### config.mk
export PLATFORM = sky130hd
export DESIGN_NAME = stk_branch_seq
export DESIGN_NICKNAME = d
export VERILOG_FILES = /design/src/rtl/stk_pkg.sv /design/src/rtl/stk_cond_eval.sv /design/src/rtl/stk_len.sv /design/src/rtl/stk_branch_seq.sv
export SDC_FILE = /design/constraint.sdc
export NUM_CORES = 1
export LEC_CHECK = 0
export ABC_AREA = 1
export CORE_ASPECT_RATIO = 0.75
export CORE_MARGIN = 2
export CORE_UTILIZATION = 50
export CTS_CLUSTER_SIZE = 10
export DETAILED_ROUTE_END_ITERATION = 16
export PLACE_DENSITY = 0.82
export SYNTH_ARGS = -nofsm -noshare
export SYNTH_HDL_FRONTEND = slang
export SYNTH_SLANG_ARGS = --single-unit
### constraint.sdc
create_clock -name clk -period 2.7 [get_ports clk]
set_input_delay 0.54 -clock clk [delete_from_list [all_inputs] [get_ports clk]]
set_output_delay 0.54 -clock clk [all_outputs]
set_load 0.05 [all_outputs]
### src/rtl/stk_pkg.sv
`timescale 1ns/1ps
package stk_pkg;

    typedef enum logic [3:0] {
        OP_JMP     = 4'd0,
        OP_JCOND   = 4'd1,
        OP_CALL    = 4'd2,
        OP_CCOND   = 4'd3,
        OP_RET     = 4'd4,
        OP_RCOND   = 4'd5,
        OP_RST     = 4'd6,
        OP_PUSH    = 4'd7,
        OP_PUSHST  = 4'd8,
        OP_POP     = 4'd9,
        OP_POPST   = 4'd10,
        OP_XCHG    = 4'd11,
        OP_HLJUMP  = 4'd12,
        OP_NONE13  = 4'd13,
        OP_NONE14  = 4'd14,
        OP_NONE15  = 4'd15
    } stk_op_e;

    typedef enum logic [2:0] {
        MC1 = 3'd0,
        MC2 = 3'd1,
        MC3 = 3'd2,
        MC4 = 3'd3,
        MC5 = 3'd4
    } mcyc_e;

    typedef enum logic [2:0] {
        DST_BC  = 3'd0,
        DST_DE  = 3'd1,
        DST_HL  = 3'd2,
        DST_FLG = 3'd3,
        DST_ACC = 3'd4
    } wb_dst_e;

    localparam int FLG_CY = 0;
    localparam int FLG_P  = 2;
    localparam int FLG_Z  = 6;
    localparam int FLG_S  = 7;

endpackage

### src/rtl/stk_cond_eval.sv
`timescale 1ns/1ps
module stk_cond_eval (
    input  logic [2:0] code,
    input  logic       f_sign,
    input  logic       f_zero,
    input  logic       f_par,
    input  logic       f_carry,
    output logic       pass
);
    // code[2:1] picks the flag, code[0] the polarity wanted
    logic [3:0] tested;
    assign tested = {f_sign, f_par, f_carry, f_zero};
    assign pass   = (tested[code[2:1]] == code[0]);
endmodule

### src/rtl/stk_len.sv
`timescale 1ns/1ps
module stk_len
    import stk_pkg::*;
(
    input  stk_op_e op,
    output mcyc_e   last
);
    always_comb begin
        case (op)
            OP_JMP, OP_JCOND, OP_RET, OP_RCOND, OP_RST,
            OP_PUSH, OP_PUSHST, OP_POP, OP_POPST:      last = MC3;
            OP_CALL, OP_CCOND, OP_XCHG:                last = MC5;
            default:                                   last = MC1;
        endcase
    end
endmodule

### src/rtl/stk_branch_seq.sv
`timescale 1ns/1ps
module stk_branch_seq
    import stk_pkg::*;
#(
    parameter  int DW = 8,
    localparam int AW = 2 * DW
) (
    input  logic          clk,
    input  logic          rst_n,
    input  logic          start,
    input  logic [3:0]    op,
    input  logic [2:0]    cond,
    input  logic [2:0]    rst_vec,
    input  logic [1:0]    pair_sel,
    input  logic [DW-1:0] flags,
    input  logic [DW-1:0] acc,
    input  logic [AW-1:0] bc,
    input  logic [AW-1:0] de,
    input  logic [AW-1:0] hl,
    input  logic [DW-1:0] mem_rdata,
    output logic          mem_rd,
    output logic          mem_wr,
    output logic [AW-1:0] mem_addr,
    output logic [DW-1:0] mem_wdata,
    output logic          wb_en,
    output logic [2:0]    wb_dst,
    output logic [AW-1:0] wb_data,
    output logic [AW-1:0] pc,
    output logic [AW-1:0] sp,
    output logic [2:0]    mcycle,
    output logic          ready,
    output logic          done
);

    localparam logic [DW-1:0] STAT_KEEP = DW'(8'hD5);
    localparam logic [DW-1:0] STAT_ONE  = DW'(8'h02);
    localparam int            VEC_PAD   = AW - 6;

    typedef struct packed {
        mcyc_e         cyc;
        stk_op_e       op;
        logic [1:0]    sel;
        logic [2:0]    vec;
        logic [AW-1:0] pc;
        logic [AW-1:0] sp;
        logic [DW-1:0] w;
        logic [DW-1:0] z;
    } seq_t;

    seq_t q, d;

    logic          cond_ok;
    mcyc_e         last_cyc;
    stk_op_e       op_in;
    logic [AW-1:0] pair_val;
    logic [DW-1:0] stat_byte;
    logic [AW-1:0] vec_addr;

    assign op_in     = stk_op_e'(op);
    assign stat_byte = (flags & STAT_KEEP) | STAT_ONE;
    assign vec_addr  = {{VEC_PAD{1'b0}}, q.vec, 3'b000};

    always_comb begin
        case (q.sel)
            2'd0:    pair_val = bc;
            2'd1:    pair_val = de;
            default: pair_val = hl;
        endcase
    end

    stk_cond_eval u_cond (
        .code    (cond),
        .f_sign  (flags[FLG_S]),
        .f_zero  (flags[FLG_Z]),
        .f_par   (flags[FLG_P]),
        .f_carry (flags[FLG_CY]),
        .pass    (cond_ok)
    );

    stk_len u_len (
        .op   (q.op),
        .last (last_cyc)
    );

    always_comb begin
        d         = q;
        mem_rd    = 1'b0;
        mem_wr    = 1'b0;
        mem_addr  = '0;
        mem_wdata = '0;
        wb_en     = 1'b0;
        wb_dst    = DST_BC;
        wb_data   = '0;
        done      = 1'b0;

        case (q.cyc)
            MC1: begin
                if (start) begin
                    d.op  = op_in;
                    d.sel = pair_sel;
                    d.vec = rst_vec;
                    case (op_in)
                        OP_JMP, OP_RET, OP_POP, OP_POPST, OP_XCHG: ;
                        OP_JCOND: begin
                            if (cond_ok) d.op = OP_JMP;
                            else begin
                                d.pc = q.pc + AW'(2);
                                done = 1'b1;
                            end
                        end
                        OP_CALL: d.sp = q.sp - AW'(1);
                        OP_CCOND: begin
                            if (cond_ok) begin
                                d.op = OP_CALL;
                                d.sp = q.sp - AW'(1);
                            end else begin
                                d.pc = q.pc + AW'(2);
                                done = 1'b1;
                            end
                        end
                        OP_RCOND: begin
                            if (cond_ok) d.op = OP_RET;
                            else         done = 1'b1;
                        end
                        OP_RST, OP_PUSH, OP_PUSHST: d.sp = q.sp - AW'(1);
                        OP_HLJUMP: begin
                            d.pc = hl;
                            done = 1'b1;
                        end
                        default: done = 1'b1;
                    endcase
                end
            end

            MC2: begin
                case (q.op)
                    OP_JMP, OP_CALL: begin
                        mem_rd   = 1'b1;
                        mem_addr = q.pc;
                        d.z      = mem_rdata;
                        d.pc     = q.pc + AW'(1);
                    end
                    OP_RET, OP_POP, OP_XCHG: begin
                        mem_rd   = 1'b1;
                        mem_addr = q.sp;
                        d.z      = mem_rdata;
                        d.sp     = q.sp + AW'(1);
                    end
                    OP_POPST: begin
                        mem_rd   = 1'b1;
                        mem_addr = q.sp;
                        d.sp     = q.sp + AW'(1);
                        wb_en    = 1'b1;
                        wb_dst   = DST_FLG;
                        wb_data  = AW'(mem_rdata);
                    end
                    OP_RST: begin
                        mem_wr    = 1'b1;
                        mem_addr  = q.sp;
                        mem_wdata = q.pc[AW-1:DW];
                        d.sp      = q.sp - AW'(1);
                    end
                    OP_PUSH: begin
                        mem_wr    = 1'b1;
                        mem_addr  = q.sp;
                        mem_wdata = pair_val[AW-1:DW];
                        d.sp      = q.sp - AW'(1);
                    end
                    OP_PUSHST: begin
                        mem_wr    = 1'b1;
                        mem_addr  = q.sp;
                        mem_wdata = acc;
                        d.sp      = q.sp - AW'(1);
                    end
                    default: ;
                endcase
            end

            MC3: begin
                case (q.op)
                    OP_JMP: begin
                        mem_rd   = 1'b1;
                        mem_addr = q.pc;
                        d.w      = mem_rdata;
                        d.pc     = {mem_rdata, q.z};
                        done     = 1'b1;
                    end
                    OP_CALL: begin
                        mem_rd   = 1'b1;
                        mem_addr = q.pc;
                        d.w      = mem_rdata;
                        d.pc     = q.pc + AW'(1);
                    end
                    OP_RET: begin
                        mem_rd   = 1'b1;
                        mem_addr = q.sp;
                        d.w      = mem_rdata;
                        d.sp     = q.sp + AW'(1);
                        d.pc     = {mem_rdata, q.z};
                        done     = 1'b1;
                    end
                    OP_POP: begin
                        mem_rd   = 1'b1;
                        mem_addr = q.sp;
                        d.w      = mem_rdata;
                        d.sp     = q.sp + AW'(1);
                        wb_en    = 1'b1;
                        wb_dst   = (q.sel == 2'd0) ? DST_BC :
                                   (q.sel == 2'd1) ? DST_DE : DST_HL;
                        wb_data  = {mem_rdata, q.z};
                        done     = 1'b1;
                    end
                    OP_POPST: begin
                        mem_rd   = 1'b1;
                        mem_addr = q.sp;
                        d.sp     = q.sp + AW'(1);
                        wb_en    = 1'b1;
                        wb_dst   = DST_ACC;
                        wb_data  = AW'(mem_rdata);
                        done     = 1'b1;
                    end
                    OP_XCHG: begin
                        mem_rd   = 1'b1;
                        mem_addr = q.sp;
                        d.w      = mem_rdata;
                    end
                    OP_RST: begin
                        mem_wr    = 1'b1;
                        mem_addr  = q.sp;
                        mem_wdata = q.pc[DW-1:0];
                        d.w       = vec_addr[AW-1:DW];
                        d.z       = vec_addr[DW-1:0];
                        d.pc      = vec_addr;
                        done      = 1'b1;
                    end
                    OP_PUSH: begin
                        mem_wr    = 1'b1;
                        mem_addr  = q.sp;
                        mem_wdata = pair_val[DW-1:0];
                        done      = 1'b1;
                    end
                    OP_PUSHST: begin
                        mem_wr    = 1'b1;
                        mem_addr  = q.sp;
                        mem_wdata = stat_byte;
                        done      = 1'b1;
                    end
                    default: ;
                endcase
            end

            MC4: begin
                case (q.op)
                    OP_CALL: begin
                        mem_wr    = 1'b1;
                        mem_addr  = q.sp;
                        mem_wdata = q.pc[AW-1:DW];
                        d.sp      = q.sp - AW'(1);
                    end
                    OP_XCHG: begin
                        mem_wr    = 1'b1;
                        mem_addr  = q.sp;
                        mem_wdata = hl[AW-1:DW];
                        d.sp      = q.sp - AW'(1);
                    end
                    default: ;
                endcase
            end

            MC5: begin
                case (q.op)
                    OP_CALL: begin
                        mem_wr    = 1'b1;
                        mem_addr  = q.sp;
                        mem_wdata = q.pc[DW-1:0];
                        d.pc      = {q.w, q.z};
                        done      = 1'b1;
                    end
                    OP_XCHG: begin
                        mem_wr    = 1'b1;
                        mem_addr  = q.sp;
                        mem_wdata = hl[DW-1:0];
                        wb_en     = 1'b1;
                        wb_dst    = DST_HL;
                        wb_data   = {q.w, q.z};
                        done      = 1'b1;
                    end
                    default: ;
                endcase
            end

            default: ;
        endcase

        if (done)
            d.cyc = MC1;
        else if (q.cyc != MC1 || start)
            d.cyc = mcyc_e'(q.cyc + 3'd1);
    end

    always_ff @(posedge clk or negedge rst_n) begin
        if (!rst_n) begin
            q.cyc <= MC1;
            q.op  <= OP_NONE15;
            q.sel <= '0;
            q.vec <= '0;
            q.pc  <= '0;
            q.sp  <= '0;
            q.w   <= '0;
            q.z   <= '0;
        end else begin
            q <= d;
        end
    end

    assign pc     = q.pc;
    assign sp     = q.sp;
    assign mcycle = q.cyc;
    assign ready  = (q.cyc == MC1);

    // one access at most, never in M1
    assert_single_access_R13: assert property (@(posedge clk) disable iff (!rst_n)
        !(mem_rd && mem_wr));
    assert_no_m1_access_R13: assert property (@(posedge clk) disable iff (!rst_n)
        ready |-> !(mem_rd || mem_wr));

    // a multi-cycle instruction ends exactly at its class length
    assert_cycle_count_R4: assert property (@(posedge clk) disable iff (!rst_n)
        (done && !ready) |-> (q.cyc == last_cyc));

    // failed conditional branch skips the two address bytes
    assert_cond_skip_R3: assert property (@(posedge clk) disable iff (!rst_n)
        (ready && start && (op_in == OP_JCOND || op_in == OP_CCOND) && !cond_ok)
        |=> (pc == $past(pc) + AW'(2)));

    // second pushed byte lands one below the first
    assert_push_order_R8: assert property (@(posedge clk) disable iff (!rst_n)
        (q.cyc == MC3 && (q.op == OP_PUSH || q.op == OP_PUSHST))
        |-> (mem_wr && mem_addr == $past(mem_addr) - AW'(1)));

    // exchange leaves the stack pointer where it began
    assert_xchg_sp_R10: assert property (@(posedge clk) disable iff (!rst_n)
        (q.cyc == MC5 && q.op == OP_XCHG) |=> (sp == $past(sp, 5)));

endmodule

==> summary by stage <==
Yosys
The mapped netlist covers around 6600 µm². The post-synthesis instance total is ~1.1k. Yosys attributes the largest share of cell area to sky130_fd_sc_hd__dfrtp_1 21%, sky130_fd_sc_hd__nand2_1 20%, sky130_fd_sc_hd__nand3_1 8.0%. The number of synthesized register bits is 60. The number of flops mapped to enable cells by yosys is 0. When the netlist entered floorplanning its net count stood at between 1k and 1.5k. The dominant cell by count in the synthesized netlist is sky130_fd_sc_hd__nand2_1. The share of flip-flops with an asynchronous set or reset after synthesis is 1.00.

In this run the mean area of a mapped cell was around 6 µm². Ranked by instance count, the synthesized netlist is headed by 343 x sky130_fd_sc_hd__nand2_1, 116 x sky130_fd_sc_hd__inv_1, 105 x sky130_fd_sc_hd__nand3_1. For this run, the leading register cell type out of synthesis is sky130_fd_sc_hd__dfrtp_1. After synthesis, the netlist uses 43 different library cells. The area fraction of the dominant cell type after synthesis is 0.213. The post-synthesis cell type with the largest combined area is sky130_fd_sc_hd__dfrtp_1. The post-synthesis sequential area ratio is 0.229.

The number of warnings reported in the yosys synthesis log is 0.

Worst setup path
STA classifies the critical path startpoint as a register. The slowest cell on the critical path is sky130_fd_sc_hd__dfstp_2. Along the worst path, the maximum fanout reaches 8. Together, buffers and inverters on the worst path number 4.

The category of cells accounting for the largest share of critical-path delay is buffers and inverters. The kind of critical path is register to output port. The critical path goes through nor2_2, nand2_4, clkinvlp_4, buf_6, nand2_2, o211a_1, nand3b_1, nand2_1, inv_2, buf_12. The worst stage delay on the critical path is ~0.59 ns. Data on the critical path is required at its endpoint by between 2 and 2.5 ns. The kind of end point of the critical path is an output port.

The data arrival at the endpoint of the critical path is 2.29 ns.

Routing
The routed length per placed instance is 19.9 µm. The length of the first detailed-routing pass in iterations is 9. The wire length after detailed routing is 29000 µm. The count of routing violations after the opening detailed-route iteration is 1374. The detailed-route DRC error count is 0. In this run the remaining antenna-violating nets after routing total 0. The ratio of routed vias to standard cells is about 6.1. Detailed routing inserted a total of between 8k and 9k vias.

Pwr
The total power density per cell area is 1330 nW/µm². The total power of the final layout is approximately 13 mW. The static power due to leakage is 4.23 nW. The worst voltage drop across the vdd grid is around 0.00087 V.

Status
The flow ran to the end, but the final reports show violations. The final reports fail on setup timing.

STA
The number of pins with negative max-slew slack in the final report is 0. The worst setup skew after layout is ~0.0035 ns. The post-route worst setup slack is -0.128 ns. Adding up every negative setup slack in the final design gives -0.604 ns.

The max-slew headroom at the worst pin is 0.411. Setup repair after global routing could not meet its margin everywhere. The final setup violation count is 17. The share of the clock period used by the worst path is 1.05. Timing would allow up to between 300 and 400 MHz. The actual transition at the worst max-transition pin is around 0.88 ns. On the final layout, the worst hold slack is between 0.2 and 0.25 ns.

The final hold violation count is 0. After layout, the minimum clock period comes to around 2.8 ns.

Cells and area
Counting the fill cells in the layout gives around 1.1k. 0 antenna diodes ended up in the layout. The finished layout holds ~1.5k standard cells, fillers aside. The count of nets after finishing is approximately 1.4k. The fraction of layout instances using a drive strength above 1 is 0.183. The area growth from synthesis to layout is 45.4%. Once layout is complete, the utilization of the core stands at 0.739. After routing the design area is roughly 9600 µm².

Die
The die covers approximately 14000 µm². During I/O placement, the number of pins put on the boundary was 170. The initial utilization of the core area, before any placement, comes to 0.508. The number of placement rows is 36. From bottom edge to top edge, the die measures 103 µm.

The die is 136 µm wide. The core box area is between 10000 and 15000 µm².

Clock network
The clock transition time at the flip-flop clock pins of the worst setup and hold paths is approximately 0.06 ns. The maximum level of the CTS H-tree is 3. The clock insertion delay at the later pin of the skew report is 0.35 ns. In this run the clock root is driven by a sky130_fd_sc_hd__clkbuf_16. The maximum root-to-sink buffer count is 2. The CTS tree is built.

The total clock buffers created by CTS is 9. The sink count of the clock tree is 60.

Global routing
The initial antenna violation count was 0. Across every metal layer, demand over resource in global routing totals 0.399. The first-pass GRT wire length is 42300 µm.

Entering global routing, the biggest net connects 36 pins. The total grt overflow is 0. The number of global-route vias before repair was roughly 7.5k.

Placed design
Before CTS, the worst setup slack after placement is about 0.17 ns. The cell count after placement is 1417. Routability-driven placement finished with a final weighted congestion of 1.04. The half-perimeter wire length after placement is roughly 21000 µm.

Input and output buffers added on the ports amount to roughly 170. Summing all placed instances gives a cell area of around 8600 µm².

Worst hold path
The class of the worst hold path is input port to async pin.

Flow run
The number of violations of the max-capacitance limit is 0.
[registers in the layout, summed over array words and instances, names as in the netlist]
name	cells
mcycle	3
pc	16
q	25
sp	16
[path summary, 6_finish.rpt]
check / startpoint / end / slack [ns] / depth (start not counted)
setup reg to reg: mcycle[0] / pc[2] / 0.23 / 11
hold / removal: rst_n / sp[5] / 0.22 / 1
hold reg to reg: q[54] / q[54] / 0.54 / 2
max in group asynchronous: rst_n / q[56] / 1.74 / 2
min in group clk: q[54] / q[54] / 0.54 / 2
setup / recovery: q[56] / mem_wdata[6] / -0.13 / 10
[layout by cell type (no fill, tap or decap), types with 6 or more instances in the layout]
master,count
sky130_fd_sc_hd__xor2_1,20
sky130_fd_sc_hd__nand3_1,105
sky130_fd_sc_hd__a21boi_1,7
sky130_fd_sc_hd__nor2_1,81
sky130_fd_sc_hd__a21oi_1,33
sky130_fd_sc_hd__clkdlybuf4s50_1,117
sky130_fd_sc_hd__nor3_1,8
sky130_fd_sc_hd__nand4_1,20
sky130_fd_sc_hd__o21ai_1,31
sky130_fd_sc_hd__buf_6,24
sky130_fd_sc_hd__inv_4,6
sky130_fd_sc_hd__clkbuf_16,9
sky130_fd_sc_hd__nor2_4,10
sky130_fd_sc_hd__o22ai_2,8
sky130_fd_sc_hd__nand2_2,18
sky130_fd_sc_hd__buf_12,30
sky130_fd_sc_hd__dfrtp_1,56
sky130_fd_sc_hd__o22ai_1,41
sky130_fd_sc_hd__buf_4,55
sky130_fd_sc_hd__nand2_1,327
sky130_fd_sc_hd__nor2_2,10
sky130_fd_sc_hd__inv_2,16
sky130_fd_sc_hd__o211ai_1,9
sky130_fd_sc_hd__a21boi_0,7
sky130_fd_sc_hd__o22ai_4,8
sky130_fd_sc_hd__o21ai_0,58
sky130_fd_sc_hd__inv_1,103
[repair_timing]
action	CTS	global route
buffers inserted	9	10
gates cloned	1	2
pin swaps	7	13
resized for setup	43	96
hold buffers	0	0
endpoints found under the setup margin	43	45
[routing by layer]
metal  GRT usage  vias to the layer above  share of wire  wire length [µm]
met5           0                        -              0                 0
met2       0.561                      763           0.41             11800
met4       0.145                        0          0.037              1070
met1       0.578                     3977           0.41             11800
met3       0.112                      107           0.15              4300
li1            -                     3998              -                 -
[kinds of logic after synthesis]
group | synth area share
multiplexers | 0.00171
XOR/XNOR | 0.0293
AO/OA/AOI/OAI | 0.202
flip-flops | 0.229
AND/OR/NAND/NOR | 0.375
adder cells (fa/ha/maj) | 0.0171
buffers and inverters | 0.145
[area by class of cell]
cell class | count | area [µm²] | share of cell area
clock buffer | 11 | 233 | 0.0244
timing repair buffer | 230 | 2500 | 0.262
clock inverter | 5 | 85.1 | 0.00890
sequential | 60 | 1510 | 0.158
timing repair inverter | 1 | 7.51 | 0.000786
tap | 171 | 214 | 0.0224
multi-input combinational | 849 | 4500 | 0.471
inverter | 128 | 507 | 0.0530
[worst reg2reg max path: cells and delay by family (launching register included)]
family	cells	cell delay, ns
compound gates	3	0.40
fa+ha+maj	1	0.16
buf+inv	2	0.37
flops	1	0.38
simple gates	5	1.04
[where the power goes]
part | internal [mW] | switching, mW | total (mW)
Clock | 0.814 | 0.491 | 1.31
Combinational | 3.17 | 6.22 | 9.39
Sequential | 1.35 | 0.648 | 2.00
(Power assumes the default switching activity.)
